## src/rtl/code_guard_pkg.sv

```systemverilog
package code_guard_pkg;

  typedef struct packed {
    logic xfetch;
    logic prog;
    logic verify;
    logic exec;
  } guard_en_t;

  localparam guard_en_t GUARD_ALL_OFF = '{xfetch: 1'b0, prog: 1'b0, verify: 1'b0, exec: 1'b0};

endpackage

```

## src/rtl/guard_lock_store.sv

```systemverilog
module guard_lock_store #(
  parameter int             LOCK_W    = 3,
  parameter logic [LOCK_W-1:0] LOCK_INIT = '0
) (
  input  logic              clk,
  input  logic [LOCK_W-1:0] set_req,
  input  logic              erase_req,
  output logic [LOCK_W-1:0] bits
);

  // Non-volatile bits: chip reset has no effect, only erase clears.
  logic [LOCK_W-1:0] bits_q = LOCK_INIT;

  always_ff @(posedge clk) begin
    if (erase_req) bits_q <= '0;
    else           bits_q <= bits_q | set_req;
  end

  assign bits = bits_q;

endmodule

```

## src/rtl/guard_level_decode.sv

```systemverilog
module guard_level_decode
  import code_guard_pkg::*;
#(
  parameter int LOCK_W     = 3,
  parameter int LVL_W      = $clog2(LOCK_W + 1),
  parameter int LVL_PROG   = 1,
  parameter int LVL_VERIFY = 2,
  parameter int LVL_EXEC   = 3
) (
  input  logic [LOCK_W-1:0] bits,
  output logic [LVL_W-1:0]  level,
  output guard_en_t         en
);

  // Count contiguous programmed bits from bit 0; a gap stops the count.
  always_comb begin
    logic run;
    run   = 1'b1;
    level = '0;
    for (int i = 0; i < LOCK_W; i++) begin
      if (run && bits[i]) level = level + 1'b1;
      else                run   = 1'b0;
    end
  end

  always_comb begin
    en.xfetch = (int'(level) < LVL_PROG);
    en.prog   = (int'(level) < LVL_PROG);
    en.verify = (int'(level) < LVL_VERIFY);
    en.exec   = (int'(level) < LVL_EXEC);
  end

endmodule

```

## src/rtl/guard_ext_latch.sv

```systemverilog
module guard_ext_latch (
  input  logic clk,
  input  logic rst,
  input  logic erase_req,
  input  logic arm,
  input  logic pin,
  output logic valid,
  output logic level
);

  logic valid_q = 1'b0;
  logic level_q = 1'b0;

  always_ff @(posedge clk) begin
    if (erase_req) begin
      valid_q <= 1'b0;
    end else if (rst) begin
      valid_q <= arm;
      if (arm) level_q <= pin;
    end
  end

  assign valid = valid_q;
  assign level = level_q;

endmodule

```

## src/rtl/code_guard.sv

```systemverilog
module code_guard
  import code_guard_pkg::*;
#(
  parameter int             LOCK_W    = 3,
  parameter logic [LOCK_W-1:0] LOCK_INIT = '0,
  parameter int             LVL_W     = $clog2(LOCK_W + 1)
) (
  input  logic              clk,
  input  logic              rst,
  input  logic [LOCK_W-1:0] lock_set,
  input  logic              erase_req,
  input  logic              ea_pin,
  output logic [LOCK_W-1:0] lock_state,
  output logic [LVL_W-1:0]  prot_level,
  output logic              xfetch_en,
  output logic              prog_en,
  output logic              verify_en,
  output logic              ext_exec_en,
  output logic              ea_mismatch
);

  logic [LOCK_W-1:0] bits;
  logic [LVL_W-1:0]  level_c;
  guard_en_t         en_c;
  logic              ea_valid;
  logic              ea_held;
  logic              mismatch_c;

  guard_lock_store #(.LOCK_W(LOCK_W), .LOCK_INIT(LOCK_INIT)) u_store (
    .clk(clk), .set_req(lock_set), .erase_req(erase_req), .bits(bits)
  );

  guard_level_decode #(.LOCK_W(LOCK_W), .LVL_W(LVL_W)) u_decode (
    .bits(bits), .level(level_c), .en(en_c)
  );

  guard_ext_latch u_ea (
    .clk(clk), .rst(rst), .erase_req(erase_req), .arm(bits[0]),
    .pin(ea_pin), .valid(ea_valid), .level(ea_held)
  );

  assign mismatch_c = bits[0] & (~ea_valid | (ea_held ^ ea_pin));

  logic [LVL_W-1:0] level_q    = '0;
  guard_en_t        en_q       = GUARD_ALL_OFF;
  logic             mismatch_q = 1'b0;

  always_ff @(posedge clk) begin
    if (rst) begin
      level_q    <= '0;
      en_q       <= GUARD_ALL_OFF;
      mismatch_q <= 1'b0;
    end else begin
      level_q    <= level_c;
      en_q       <= en_c;
      mismatch_q <= mismatch_c;
    end
  end

  assign lock_state  = bits;
  assign prot_level  = level_q;
  assign xfetch_en   = en_q.xfetch;
  assign prog_en     = en_q.prog;
  assign verify_en   = en_q.verify;
  assign ext_exec_en = en_q.exec;
  assign ea_mismatch = mismatch_q;

endmodule

```

## config.mk

```make
export PLATFORM = sky130hd
export DESIGN_NAME = code_guard
export DESIGN_NICKNAME = d
export VERILOG_FILES = /design/src/rtl/code_guard_pkg.sv /design/src/rtl/guard_lock_store.sv /design/src/rtl/guard_level_decode.sv /design/src/rtl/guard_ext_latch.sv /design/src/rtl/code_guard.sv
export SDC_FILE = /design/constraint.sdc
export NUM_CORES = 1
export LEC_CHECK = 0
export ABC_AREA = 1
export CORE_AREA = 2 2 39 41
export CTS_BUF_LIST = sky130_fd_sc_hd__clkbuf_16
export DETAILED_ROUTE_END_ITERATION = 8
export DIE_AREA = 0 0 41 43
export MAX_ROUTING_LAYER = met4
export SETUP_SLACK_MARGIN = 0.2
export SLEW_MARGIN = 20
export SYNTH_ARGS = -nofsm -noshare
export SYNTH_HDL_FRONTEND = slang
export SYNTH_HIERARCHICAL = 1
export SYNTH_SLANG_ARGS = --single-unit
```

## constraint.sdc

```tcl
create_clock -name clk -period 1.9 [get_ports clk]
set_input_delay 0.285 -clock clk [delete_from_list [all_inputs] [get_ports clk]]
set_output_delay 0.285 -clock clk [all_outputs]
set_load 0.01 [all_outputs]
```

==> out/qor_table.md <==
| Group | Metric | Value |
|---|---|---|
| worst setup path | Data arrival time of the critical path | 1.31 ns |
| synthesis | Biggest area contributors in the synthesized netlist | dfxtp_1, inv_1, nor2_1, edfxtp_1, nand2_1 |
| clocking | Number of buffers between clock root and the deepest sink | 2 |
| clocking | Clock slew at the register clock pins of the worst setup and hold paths | 0.04 ns |
| worst setup path | Kind of cell with the highest combined delay on the critical path | buffers and inverters |
| grt | Total congestion overflow after global routing | 0 |
| worst setup path | Startpoint kind of the worst setup timing path | flip-flop |
| timing | Max Slew Vio Count | 0 |
| grt | Maximum number of pins on one net before global-route repair | 10 |
| synthesis | Syn Std Cell Area | 422.9 um^2 |
| synthesis | Post-synthesis sequential area ratio | 0.5917 |
| routing | Remaining DRCs | 0 |
| power and ir drop | Net switching power | 0.1294 mW |
| grt | Via count of the first global-routing pass | 266 |
| worst setup path | Count of buffer and inverter cells on the critical path | 1 |
| floorplanning | Die Footprint | 0.001763 mm^2 |
| routing | Routed vias/inst | 3.886 |
| power and ir drop | Cell area power density | 1063 mW/mm^2 |
| grt | First-pass GRT wire length | 1021 um |
| clocking | Number of H-tree levels | 1 |
| worst setup path | Startpoint of the worst-slack reg-to-reg timing path | u_store/bits[0] |
| power and ir drop | Int Power | 0.5875 mW |
| layout | Area Overhead vs Synth | 59.47% |
| synthesis | Count of flip-flops with a built-in enable after synthesis | 1 |
| synthesis | Mean Syn Cell Area | 7.979 um^2 |
| clocking | Clock tree root buffer cell | clkbuf_16 |
| worst setup path | Cell with the largest stage delay on the worst path | clkdlybuf4s50_1 |
| timing | Final setup skew | 0.005577 ns |
| min path | Worst hold path depth | 2 |
| worst setup path | Worst reg-to-reg path cell count | 2 |
| worst setup path | Launching instance or port of the critical path | u_store/bits[0] |
| timing | Part of the cycle the worst path needs | 0.8402 |
| timing | Period minus WS final | 1.596 ns |
| clocking | Cts hold-fix bufs | 0 |
| synthesis | Dominant register cell in the synthesized netlist | dfxtp_1 |
| floorplanning | Num rows | 14 |
| clocking | Resize count post-CTS | 0 |
| floorplanning | Die outline width | 41 um |
| clocking | TritonCTS clock tree | yes |
| routing | Vias | 342 |
| clocking | Number of buffers added for setup after CTS | 0 |
| timing | Unrepaired setup endpoints after global routing | no |
| timing | Final setup TNS | 0 ns |
| floorplanning | Height of the chip | 43 um |
| routing | Average wire length per cell after detail routing | 7.159 um |
| synthesis | Fraction of synthesized cell area taken by the top area cell type | 0.5207 |
| routing | Total length of routed met3 wires | 68 um |
| placement | Port Buf Inserts | 16 |
| synthesis | Cell with the most instances after synthesis | inv_1 |
| routing | Number of design-rule violations left by the first detailed-router iteration | 4 |
| clocking | Skew-Pair Late Insertion Delay | 0.23 ns |
| layout | ANT cells | 0 |
| placement | Number of placed instances, taps included | 84 |
| power and ir drop | Switching fraction of total power | 0.1805 |
| routing | Met2 Routed Length | 258 um |
| grt | Initial antenna violation count | 0 |
| synthesis | Syn. warnings | 6 |
| layout | Fin cells | 88 |
| clocking | Sink count of the clock tree | 12 |
| synthesis | Cells after synthesis | 53 |
| worst setup path | Critical-path cell list | clkdlybuf4s50_1 |
| power and ir drop | Leakage power of the design | 0.3493 nW |
| synthesis | Unique cell type count in the Yosys netlist | 9 |
| timing | Final hold violation count | 0 |
| worst setup path | Maximum fanout along the worst path | 8 |
| power and ir drop | Clock Power Share | 0.513 |
| power and ir drop | Reg power frac | 0.392 |
| synthesis | Fraction of synthesis flops using an asynchronous set or reset pin | 0 |
| synthesis | Largest area contributor in the synthesized netlist | dfxtp_1 |
| worst setup path | Capture instance of the worst register-to-register path | u_ea/level |
| outcome | Status | complete, no violations |
| job | Total of max-cap violations | 0 |
| power and ir drop | Share of total power in combinational logic | 0.095 |
| timing | Achievable frequency | 0.6264 GHz |
| worst setup path | Class of the most critical setup path | reg -> out |
| worst setup path | Setup crit end kind | primary output |
| worst setup path | Required time of the worst setup path | 1.62 ns |
| synthesis | Post-Synthesis Net Count | 60 |
| timing | Number of endpoints failing setup at the final stage | 0 |
| routing | Pre-Repair DR Iteration Count | 2 |
| routing | Highest metal layer used by the detailed router | met4 |
| worst setup path | Crit-path max cell delay | 0.60 ns |
| min path | Worst hold path endpoint | u_ea/valid |
| floorplanning | Core region area | 0.001384 mm^2 |
| synthesis | Most frequent cells after synthesis | inv_1, nor2_1, dfxtp_1 |
| min path | Startpoint of the lowest-slack hold path | u_ea/valid |
| worst setup path | Flop-to-flop setup slack | 0.94 ns |
| routing | ANT nets after route | 0 |
| routing | Total detailed-routing wirelength | 630 um |
| layout | Post-layout nets | 80 |
| placement | Routability-driven placement congestion ratio | 0.6238 |
| layout | Fraction of layout cells with a size suffix above 1 | 0.08333 |
| min path | Worst hold path class | reg -> reg |
| power and ir drop | IR Drop Worst-Case VDD | 0.6258 mV |
| timing | Worst slew margin relative to its limit | 0.7960 |
| placement | HPWL after DPL | 466 um |
| synthesis | Flip-flop and latch count after synthesis | 12 |
| floorplanning | Num ports | 17 |
| layout | Filler Cell Count | 137 |
| timing | Actual slew at the worst max-slew pin | 0.3050 ns |
| grt | GRT Util Overall | 0.09391 |
| floorplanning | Starting density of the core | 0.3056 |
| routing | DRT met1 WL | 296 um |
| clocking | Num CTS Buffers | 3 |
[cell type report]
cell class                      count  area [um^2]  area share
Clock buffer                        3        75.07      0.1113
Clock inverter                      1        3.754    0.005566
Inverter                           16        60.06     0.08905
Multi-Input combinational cell     24        105.1      0.1558
Sequential cell                    12        250.2      0.3711
Tap cell                           16        20.02     0.02968
Timing Repair Buffer               16        160.2      0.2375
[how the worst max path moves through the flow]
stage	endpoint	slack [ns]	cells past startpoint
2_1_floorplan	u_ea/level	0.96	2
3_3_place_gp	u_ea/level	0.51	3
3_5_place_dp	u_ea/level	0.49	3
4_1_cts	lock_state[0]	0.30	1
5_1_grt	lock_state[0]	0.26	1
6_report	lock_state[0]	0.30	1
[layout by cell type (no fill, tap or decap)]
master           netlist  routed
nand3_1                2       2
edfxtp_1               1       1
clkbuf_16              0       3
clkdlybuf4s50_1        0      16
inv_2                  1       1
nand3_2                2       2
dfxtp_1               11      11
nor2_1                13      13
inv_1                 15      16
nand2_1                7       7
[kinds of logic after synthesis]
kind of cell  synth area share
buf+inv                 0.1598
flops                   0.5917
simple gates            0.2485
[through the flow]
stage                     setup slack, ns  power (mW)  cell area (um^2)  utilization  hold WS, ns
after CTS                          0.2966      0.7260             674.4       0.4873       0.4759
after global placement             0.5076      0.3534             595.6       0.4304       0.4698
after floorplan                    0.9600      0.3114             422.9            -       0.3562
after global routing               0.2585      0.7536             674.4       0.4873       0.4982
after detailed placement           0.4897      0.3539             595.6       0.4304       0.4711
final                              0.3035      0.7169             674.4       0.4873       0.4716
[metal layers]
| metal | vias to the layer above | global-route usage |
|---|---|---|
| li1 | 185 | - |
| met1 | 139 | 0.1006 |
| met2 | 16 | 0.1219 |
| met3 | 2 | 0.04712 |
| met4 | 0 | 0.08000 |
| met5 | - | - |
[tightest hold or removal path: stages, from the launching register on]
cell     delay, ns
dfxtp_1       0.30
nand3_1       0.08
nand2_1       0.05
[registers in the layout, summed over array words and instances, names as in the netlist]
| name | flops |
|---|---|
| ea_mismatch | 1 |
| ext_exec_en | 1 |
| prog_en | 1 |
| prot_level | 2 |
| u_ea/level | 1 |
| u_ea/valid | 1 |
| u_store/bits | 3 |
| verify_en | 1 |
| xfetch_en | 1 |
[power groups by stage]
stage               combinational [mW]  sequential (mW)  clock [mW]
finish                          0.0678            0.281       0.368
global route                    0.0757            0.283       0.395
CTS                             0.0687            0.282       0.376
detailed placement              0.0682            0.286           0
global placement                0.0683            0.285           0
floorplan                       0.0202            0.291           0
Power figures use the tool's default switching activity.
